### src/rtl/dau_pkg.sv
package dau_pkg;
  localparam int BYTE_W = 8;
  localparam int NIB_W  = 4;

  typedef enum logic [2:0] {
    OP_UADD  = 3'd0,
    OP_USUB  = 3'd1,
    OP_COMB  = 3'd2,
    OP_SPLIT = 3'd3,
    OP_PADD  = 3'd4,
    OP_PSUB  = 3'd5
  } dau_op_e;
endpackage

### src/rtl/dau_unpacked_adj.sv
module dau_unpacked_adj #(
  parameter int W = dau_pkg::BYTE_W
) (
  input  logic [2*W-1:0] acc,
  input  logic           af_in,
  input  logic           sub,
  output logic [2*W-1:0] res,
  output logic           adj
);
  localparam int AW = 2*W;
  localparam logic [AW-1:0] STEP = AW'((1 << W) + 6);
  localparam logic [AW-1:0] KEEP = {{W{1'b1}}, {(W-dau_pkg::NIB_W){1'b0}}, {dau_pkg::NIB_W{1'b1}}};

  logic [AW-1:0] moved;

  always_comb begin
    adj   = (acc[dau_pkg::NIB_W-1:0] > 4'd9) || af_in;
    moved = sub ? (acc - STEP) : (acc + STEP);
    res   = (adj ? moved : acc) & KEEP;
  end
endmodule

### src/rtl/dau_packed_adj.sv
module dau_packed_adj #(
  parameter int W = dau_pkg::BYTE_W
) (
  input  logic [W-1:0] d,
  input  logic         cf_in,
  input  logic         af_in,
  input  logic         sub,
  output logic [W-1:0] res,
  output logic         cf_o,
  output logic         af_o
);
  localparam logic [W-1:0] LO_STEP = W'(6);
  localparam logic [W-1:0] HI_STEP = W'(8'h60);
  localparam logic [W-1:0] HI_LIM  = W'(8'h99);

  logic         lo_fix;
  logic         hi_fix;
  logic [W-1:0] lo_amt;
  logic [W-1:0] hi_amt;

  always_comb begin
    lo_fix = (d[dau_pkg::NIB_W-1:0] > 4'd9) || af_in;
    hi_fix = (d > HI_LIM) || cf_in;
    lo_amt = lo_fix ? LO_STEP : '0;
    hi_amt = hi_fix ? HI_STEP : '0;
    af_o   = lo_fix;
    if (sub) begin
      res  = d - lo_amt - hi_amt;
      cf_o = hi_fix || (lo_fix && (d < LO_STEP));
    end else begin
      res  = d + lo_amt + hi_amt;
      cf_o = hi_fix;
    end
  end
endmodule

### src/rtl/dau_base_comb.sv
module dau_base_comb #(
  parameter int W = dau_pkg::BYTE_W
) (
  input  logic [W-1:0] lo,
  input  logic [W-1:0] hi,
  input  logic [W-1:0] base,
  output logic [W-1:0] res
);
  logic [2*W-1:0] prod;

  always_comb begin
    prod = base * hi;
    res  = lo + prod[W-1:0];
  end
endmodule

### src/rtl/dau_divider.sv
module dau_divider #(
  parameter int W = dau_pkg::BYTE_W
) (
  input  logic         clk,
  input  logic         rst_n,
  input  logic         load,
  input  logic [W-1:0] dividend,
  input  logic [W-1:0] divisor,
  output logic         busy,
  output logic         last,
  output logic [W-1:0] quo_nx,
  output logic [W-1:0] rem_nx
);
  localparam int CW = (W > 1) ? $clog2(W) : 1;
  localparam logic [CW-1:0] LAST_IDX = CW'(W - 1);

  logic [CW-1:0] cnt;
  logic [W-1:0]  rem;
  logic [W-1:0]  quo;
  logic [W-1:0]  dvs;
  logic [W:0]    trial;
  logic [W:0]    diff;
  logic          fits;

  always_comb begin
    trial  = {rem, quo[W-1]};
    diff   = trial - {1'b0, dvs};
    fits   = trial >= {1'b0, dvs};
    rem_nx = fits ? diff[W-1:0] : trial[W-1:0];
    quo_nx = {quo[W-2:0], fits};
    last   = busy && (cnt == LAST_IDX);
  end

  always_ff @(posedge clk) begin
    if (!rst_n) begin
      busy <= 1'b0;
      cnt  <= '0;
      rem  <= '0;
      quo  <= '0;
      dvs  <= '0;
    end else if (load) begin
      busy <= 1'b1;
      cnt  <= '0;
      rem  <= '0;
      quo  <= dividend;
      dvs  <= divisor;
    end else if (busy) begin
      rem <= rem_nx;
      quo <= quo_nx;
      cnt <= cnt + CW'(1);
      if (last) busy <= 1'b0;
    end
  end
endmodule

### src/rtl/dau_top.sv
module dau_top #(
  parameter int W = dau_pkg::BYTE_W
) (
  input  logic           clk,
  input  logic           rst_n,
  input  logic           start,
  input  logic [2:0]     op,
  input  logic [2*W-1:0] acc_in,
  input  logic [W-1:0]   base,
  input  logic           cf_in,
  input  logic           af_in,
  output logic           idle,
  output logic           done,
  output logic           div_err,
  output logic [2*W-1:0] result,
  output logic           cf,
  output logic           af,
  output logic           zf,
  output logic           sf,
  output logic           pf
);
  import dau_pkg::*;

  logic [2*W-1:0] u_res;
  logic           u_adj;
  logic [W-1:0]   p_res;
  logic           p_cf;
  logic           p_af;
  logic [W-1:0]   c_res;
  logic           dv_busy;
  logic           dv_last;
  logic           dv_load;
  logic [W-1:0]   dv_quo;
  logic [W-1:0]   dv_rem;

  logic [2*W-1:0] n_res;
  logic           n_cf, n_af, n_zf, n_sf, n_pf;
  logic           n_wr;
  logic           take;

  dau_unpacked_adj #(.W(W)) u_unp (
    .acc   (acc_in),
    .af_in (af_in),
    .sub   (op == OP_USUB),
    .res   (u_res),
    .adj   (u_adj)
  );

  dau_packed_adj #(.W(W)) u_pck (
    .d     (acc_in[W-1:0]),
    .cf_in (cf_in),
    .af_in (af_in),
    .sub   (op == OP_PSUB),
    .res   (p_res),
    .cf_o  (p_cf),
    .af_o  (p_af)
  );

  dau_base_comb #(.W(W)) u_cmb (
    .lo   (acc_in[W-1:0]),
    .hi   (acc_in[2*W-1:W]),
    .base (base),
    .res  (c_res)
  );

  assign take    = start && !dv_busy;
  assign dv_load = take && (op == OP_SPLIT) && (base != '0);
  assign idle    = !dv_busy;

  dau_divider #(.W(W)) u_div (
    .clk      (clk),
    .rst_n    (rst_n),
    .load     (dv_load),
    .dividend (acc_in[W-1:0]),
    .divisor  (base),
    .busy     (dv_busy),
    .last     (dv_last),
    .quo_nx   (dv_quo),
    .rem_nx   (dv_rem)
  );

  always_comb begin
    n_res = result;
    n_cf  = cf;
    n_af  = af;
    n_zf  = zf;
    n_sf  = sf;
    n_pf  = pf;
    n_wr  = 1'b0;
    case (op)
      OP_UADD, OP_USUB: begin
        n_res = u_res;
        n_cf  = u_adj;
        n_af  = u_adj;
        n_sf  = 1'b0;
        n_zf  = (u_res == '0);
        n_pf  = ~^u_res[W-1:0];
        n_wr  = 1'b1;
      end
      OP_PADD, OP_PSUB: begin
        n_res = {acc_in[2*W-1:W], p_res};
        n_cf  = p_cf;
        n_af  = p_af;
        n_sf  = p_res[W-1];
        n_zf  = (p_res == '0);
        n_pf  = ~^p_res;
        n_wr  = 1'b1;
      end
      OP_COMB: begin
        n_res = {{W{1'b0}}, c_res};
        n_cf  = 1'b0;
        n_af  = 1'b0;
        n_sf  = c_res[W-1];
        n_zf  = (c_res == '0);
        n_pf  = ~^c_res;
        n_wr  = 1'b1;
      end
      default: n_wr = 1'b0;
    endcase
  end

  always_ff @(posedge clk) begin
    if (!rst_n) begin
      result  <= '0;
      cf      <= 1'b0;
      af      <= 1'b0;
      zf      <= 1'b0;
      sf      <= 1'b0;
      pf      <= 1'b0;
      done    <= 1'b0;
      div_err <= 1'b0;
    end else begin
      done    <= 1'b0;
      div_err <= 1'b0;
      if (dv_last) begin
        result <= {dv_quo, dv_rem};
        cf     <= 1'b0;
        af     <= 1'b0;
        sf     <= dv_rem[W-1];
        zf     <= (dv_rem == '0);
        pf     <= ~^dv_rem;
        done   <= 1'b1;
      end else if (take) begin
        if (op == OP_SPLIT) begin
          if (base == '0) begin
            done    <= 1'b1;
            div_err <= 1'b1;
          end
        end else begin
          done <= 1'b1;
          if (n_wr) begin
            result <= n_res;
            cf     <= n_cf;
            af     <= n_af;
            zf     <= n_zf;
            sf     <= n_sf;
            pf     <= n_pf;
          end
        end
      end
    end
  end
endmodule

### config.mk
export PLATFORM = sky130hd
export DESIGN_NAME = dau_top
export DESIGN_NICKNAME = d
export VERILOG_FILES = /design/src/rtl/dau_pkg.sv /design/src/rtl/dau_unpacked_adj.sv /design/src/rtl/dau_packed_adj.sv /design/src/rtl/dau_base_comb.sv /design/src/rtl/dau_divider.sv /design/src/rtl/dau_top.sv
export SDC_FILE = /design/constraint.sdc
export NUM_CORES = 1
export LEC_CHECK = 0
export BUFFER_PORTS_ARGS = -buffer_cell sky130_fd_sc_hd__buf_2
export CAP_MARGIN = 40
export CORE_AREA = 2 2 107 109
export CTS_CLUSTER_DIAMETER = 40
export DETAILED_ROUTE_END_ITERATION = 7
export DIE_AREA = 0 0 109 111
export GPL_TIMING_DRIVEN = 1
export PLACE_DENSITY_LB_ADDON = 0.1
export SLEW_MARGIN = 30
export SYNTH_ARGS = -nofsm -noshare
export SYNTH_HDL_FRONTEND = slang
export SYNTH_SLANG_ARGS = --single-unit
### constraint.sdc
create_clock -name clk -period 6.2 [get_ports clk]
set_input_delay 0.31 -clock clk [delete_from_list [all_inputs] [get_ports clk]]
set_output_delay 0.31 -clock clk [all_outputs]
set_load 0.05 [all_outputs]
# Yosys cells after proc, flatten, opt, wreduce, memory -nomap -nowiden
# Cells that the tools add are included.
[op_classes] add_sub_neg=9 multipliers=1 n_lt_le_gt_ge=4 n_eq_ne=7 mux=39 bitwise=3 n_reduce_logical=36
[op_table] cell="16-bit two-way mux" count=6
[op_table] cell="16-bit one-hot mux with 3 select lines" count=1
[op_table] cell="8-bit zero test" count=4
[op_table] cell="8-bit two-way mux" count=4
[op_table] cell="8-bit XNOR reduction" count=4
[op_table] cell="8-bit adder" count=3
[op_table] cell="8-bit subtractor" count=3
[op_table] cell="1-bit two-way mux" count=21
[op_table] cell="16-bit by 9-bit adder with 16-bit output (second input constant)" count=1
[op_table] cell="16-bit zero test" count=1
[op_table] cell="16-bit by 9-bit subtractor with 16-bit output (second input constant)" count=1
[op_table] cell="1-bit one-hot mux with 3 select lines" count=4
[op_table] cell="4-bit AND reduction" count=3
[op_table] cell="3-bit equality test (second input constant)" count=3
[op_table] cell="9-bit by 8-bit greater-or-equal comparator with 1-bit output" count=1
[op_table] cell="8-bit greater-than comparator (second input constant)" count=1
[op_table] cell="8-bit by 3-bit less-than comparator with 1-bit output (second input constant)" count=1
[op_table] cell="8-bit by 8-bit multiplier with 8-bit output" count=1
[op_table] cell="2-bit nonzero test" count=4
[op_table] cell="8-bit nonzero test" count=1
[op_table] cell="2-bit OR reduction" count=4
[op_table] cell="4-bit OR reduction" count=2
[op_table] cell="7-bit two-way mux" count=1
[op_table] cell="3-bit by 2-bit equality test with 1-bit output (second input constant)" count=2
[op_table] cell="14 further kinds" count=22
[totals] ff_bits=51 in_bits=32 output_inout_bits=24 word_cells=112

# Logic depth before layout (Yosys ltp)
[depth] ltp_word=12 mapped_depth=24

# Modules after synthesis
# From an unflattened synthesis, not the netlist that was laid out.
[unflattened] cells_unflattened=763 hier_area_um2=6090.8
[modules_own_cells] mod="dau_divider" n_inst=1 cells_per_inst=215 area_per_inst_um2=1809.2 seq_area_each_um2=560.5
[modules_own_cells] mod="dau_top" n_inst=1 cells_per_inst=228 area_per_inst_um2=1766.7 seq_area_each_um2=460.4
[modules_own_cells] mod="dau_base_comb" n_inst=1 cells_per_inst=127 area_per_inst_um2=1067.3 seq_area_each_um2=0.0
[modules_own_cells] mod="dau_unpacked_adj" n_inst=1 cells_per_inst=110 area_per_inst_um2=813.3 seq_area_each_um2=0.0
[modules_own_cells] mod="dau_packed_adj" n_inst=1 cells_per_inst=83 area_per_inst_um2=634.4 seq_area_each_um2=0.0

# Worst setup path after synthesis
# OpenSTA, ideal clock, no wires.
[synth_timing] path_type="input to register" from="input port acc_in[9]" to="register pf" setup_ns=0.132 t_arrival_ns=4.351 required_time_ns=6.068 path_slack_ns=1.717 path_stages=20 path_buffers=1 cell_sequence="buf_2 > nand2_1 > fa_1 > inv_1 > fa_1 > ha_1 > inv_1 > fa_1 > inv_1 > fa_1 > a21o_1 > a21oi_1 > xnor2_1 > xnor2_1 > ha_1 > xor2_1 > xnor2_1 > o21ai_0 > o221ai_1 > a21oi_1"
[synth_via] elab_chain_len=8
[synth_rtl] element="from (decl)" line_no="dau_top.sv:8" source="input logic [2*W-1:0] acc_in,"
[synth_rtl] element="8-bit by 8-bit multiplier with 8-bit output" line_no="dau_base_comb.sv:12" source="prod = base * hi;"
[synth_rtl] element="8-bit adder" line_no="dau_base_comb.sv:13" source="res = lo + prod[W-1:0];"
[synth_rtl] element="8-bit XNOR reduction" line_no="dau_top.sv:115" source="n_pf = ~^c_res;"
[synth_rtl] element="1-bit one-hot mux with 3 select lines" line_no="dau_top.sv:90" source="case (op)"
[synth_rtl] element="1-bit two-way mux" line_no="dau_top.sv:151" source="if (n_wr) begin"
[synth_rtl] element="1-bit two-way mux" line_no="dau_top.sv:144" source="if (op == OP_SPLIT) begin"
[synth_rtl] element="1-bit two-way mux" line_no="dau_top.sv:143" source="end else if (take) begin"
[synth_rtl] element="1-bit two-way mux" line_no="dau_top.sv:135" source="if (dv_last) begin"
[synth_rtl] element="to (signal assigned)" line_no="dau_top.sv:141" source="pf <= ~^dv_rem;"
[synth_rtl] element="to (signal assigned)" line_no="dau_top.sv:157" source="pf <= n_pf;"
[synth_rtl] element="to (decl)" line_no="dau_top.sv:20" source="output logic pf"
# No other way between the ends. The select of a mux whose other input is x is not followed.
# A chain may end at the register's enable or synchronous reset.

# Worst setup path after layout
[layout_timing] from="input port acc_in[1]" to="register pf"
[layout_via] elab_chain_len=12 word_cells_on_any_way=24
[layout_rtl] element="4-bit greater-than comparator" line_no="dau_unpacked_adj.sv:17, dau_packed_adj.sv:22"
[layout_rtl] element="1-bit logical OR" line_no="dau_unpacked_adj.sv:17, dau_packed_adj.sv:22"
[layout_rtl] element="3-bit two-way mux" line_no="dau_packed_adj.sv:24" source="lo_amt = lo_fix ? LO_STEP : '0;"
[layout_rtl] element="8-bit adder or 8-bit subtractor (tied branches) (2 in a row)" line_no="dau_packed_adj.sv:31, dau_packed_adj.sv:28"
[layout_rtl] element="8-bit two-way mux" line_no="dau_packed_adj.sv:27" source="if (sub) begin"
[layout_rtl] element="8-bit XNOR reduction" line_no="dau_top.sv:106" source="n_pf = ~^p_res;"
[layout_rtl] element="1-bit one-hot mux with 3 select lines (*)" line_no="dau_top.sv:90"
[layout_rtl] element="1-bit two-way mux (*)" line_no="dau_top.sv:151"
[layout_rtl] element="1-bit two-way mux (*)" line_no="dau_top.sv:144"
[layout_rtl] element="1-bit two-way mux (*)" line_no="dau_top.sv:143"
[layout_rtl] element="1-bit two-way mux (*)" line_no="dau_top.sv:135"
# Every way passes the cells marked *; elsewhere a longest branch is shown, timed or not. The select of a mux whose other input is x is not followed.

==> out/qor.yml <==
status: "finished, final reports clean"
min_to: "u_div.dvs[7]"
setup_viol: 0
synthCells: 654
ios: 56
critPathSlowestCell: "nor2b_1"
ys_seq_area_share_pct: 18.8
ys_ff_latch: 50
cts_buffer_depth: 2
core-area_mm2: 0.0111
syn-num-nets: 776
crit_path_start_kind: "primary input"
path_buf_inv: 4
clk_latency_ns: 0.30
power.total_w: 0.00142
yosysMostFrequentCell: "ha_1"
ant_nets: 0
peakVddDrop_uv: 140
drt_iter0_drc: 388
synth_flop_cell: "dfxtp_1"
hp-start: "base[7]"
synth_cell_types: 66
r2r_cells: 14
synth_common_cells: "ha_1 (69), nand2_1 (60), inv_1 (57), dfxtp_1 (50), nor2_1 (50)"
gp_congestion: 0.926
drt-pass1-iter-count: 5
top_layer: "met4"
min_period_over_period_pct: 75.1
power_density_mw_per_mm2: 243
overflow: 0
drive_gt1_share_pct: 11.3
diodes: 0
cp_top_family: "compound AO/OA/AOI/OAI gates"
route.met2.wl_um: 7380
port-buffer-count: 55
synth_top_area_share_pct: 18.8
slew_headroom_pct: 46.3
hold_class: "in -> reg"
power_leakage_nw: 2.59
via_per_inst: 5.97
wl_met1_um: 7270
cts.htree.levels: 2
hold_viol: 0
area_growth_pct: 9.80
avgSynthCellArea_um2: 8.12
endpoint_kind: "flip-flop"
clkSinkCount: 50
grt_start_max_net_pins: 27
skew_ns: 0.00935
rsz0062_at_grt: "no"
drv_cap: 0
postCtsHoldBufs: 0
finalSetupTns_ns: 0
worstPathMaxFanout: 7
synth-edff-count: 0
drc: 0
die_area_mm2: 0.0121
max_stage_delay_ns: 0.57
slew_violations: 0
via_count: 4988
crit_top_cell: "ha_1"
initial_core_util_pct: 48.0
required_ns: 6.43
cts.clk_slew.worst_paths_ns: 0.06
grt_pass1_wl_um: 25100
cts.repair.resized: 0
cts_root_buf: "clkbuf_16"
max_slew.worst_pin.slew_ns: 0.806
crit_chain: "buf_2, inv_1, ha_1, nor2_1, o21ai_1, nor2b_1, clkinv_1, ha_1, inv_1, ha_1, a21boi_0, o21ai_0, o311ai_1, xor2_1, ha_1, xnor2_1, xnor2_1, o22ai_1, o221ai_1, a21oi_1"
drt_wl_total_um: 15700
track_usage_pct: 26.5
reg2reg_to: "pf"
reg2reg_from: "u_div.dvs[1]"
cts_tree: "done"
placed_area_mm2: 0.00567
stdcell_area_mm2: 0.00583
cts_setup_buffers: 0
nets: 813
reg2reg_slack_ns: 2.87
numCtsBuffers: 5
clock.fmax_mhz: 215
path_class: "in -> reg"
whs_path_depth: 3
antenna_found_initial: 0
die_x_um: 109
dpl.hpwl_um: 12300
fp-row-count: 39
die_y_um: 111
synthArstFlopShare_pct: 0
avgRoutedWirePerCell_um: 18.8
synth-warning-count: 0
grt_pass1_vias: 4789
synth_area_leaders: "dfxtp_1 (19%), ha_1 (16%), fa_1 (7.9%), xnor2_1 (5.6%), nand2_1 (4.2%)"
met3_length_um: 752
cp.arrival_ns: 4.88
yosysTopAreaCell: "dfxtp_1"
period_needed_ns: 4.66
netlist_area_mm2: 0.00531
[kinds of logic (layout without fill, tap and decap cells)]
group	count (synthesis)	in the layout	synth area share (%)
AND/OR/NAND/NOR	192	192	17.4
AO/OA/AOI/OAI	163	163	20.7
adder cells (fa/ha/maj)	90	90	24.2
buffers and inverters	89	127	6.83
flip-flops	50	50	18.8
XOR/XNOR	49	49	8.08
multiplexers	21	21	4.00
[stage by stage]
| stage | setup slack, ns | util [%] | hold slack (ns) | instances |
|---|---|---|---|---|
| 2_1_floorplan | 1.72 | - | 0.436 | 654 |
| 3_3_place_gp | 1.31 | 51.0 | 0.465 | 826 |
| 3_5_place_dp | 1.40 | 51.2 | 0.469 | 827 |
| 4_1_cts | 1.66 | 52.7 | 0.332 | 835 |
| 5_1_grt | 1.24 | 52.7 | 0.346 | 835 |
| 6_report | 1.54 | 52.7 | 0.337 | 835 |
[worst max path at each step]
stage                         start  end  slack, ns  depth (start not counted)
after floorplan           acc_in[9]   pf       1.72                         20
after global routing      acc_in[1]   pf       1.24                         20
final                     acc_in[1]   pf       1.54                         20
after global placement    acc_in[1]   pf       1.31                         20
after detailed placement  acc_in[1]   pf       1.40                         20
after CTS                 acc_in[1]   pf       1.66                         20
[flip-flops by register name, summed over array words and instances, names as in the netlist]
signal and count:
zf 1, u_div.rem 8, pf 1, af 1, div_err 1, result 16
u_div.busy 1, u_div.dvs 8, u_div.cnt 3, cf 1, u_div.quo 8, done 1
[layer usage]
metal,vias up,GRT usage [%]
met1,2420,36.3
li1,2385,-
met3,21,3.23
met2,162,43.9
met5,-,0
met4,0,6.58
[power breakdown]
part	switching [W]	internal [W]	leakage, nW	total, W
clock network	0.000129	0.000191	0.0771	0.000320
registers	0.0000105	0.000337	0.407	0.000347
logic	0.000435	0.000318	2.10	0.000753
total	0.000575	0.000845	2.59	0.00142
[tightest hold or removal path, delay by kind of cell]
family	cells	cell delay [ns]
buffers and inverters	1	0.12
muxes	1	0.07
and+or+nand+nor	1	0.09
[area by class of cell]
cell class	count	area [um2]
fill	1113	5240
clock buffer	6	129
inverter	60	225
multi-input combinational	515	3950
clock inverter	2	37.5
sequential	50	1000
tap	143	179
timing repair buffer	59	313
[cells in the final DEF, fill, tap and decap left out, drive strengths merged, types with 7 or more instances in the layout]
cell / Yosys / layout
buf: 12 / 59
a211oi: 11 / 11
o21a: 7 / 7
nand2: 60 / 60
dfxtp: 50 / 50
fa: 21 / 21
xor2: 15 / 15
o21ai: 27 / 27
nor2b: 8 / 8
a21oi: 36 / 36
a22oi: 16 / 16
nor2: 50 / 50
o211ai: 7 / 7
xnor2: 34 / 34
and2: 16 / 16
nor3: 21 / 21
inv: 59 / 59
ha: 69 / 69
mux2i: 19 / 19
o22ai: 14 / 14
a21o: 9 / 9
Power figures use the tool's default switching activity.
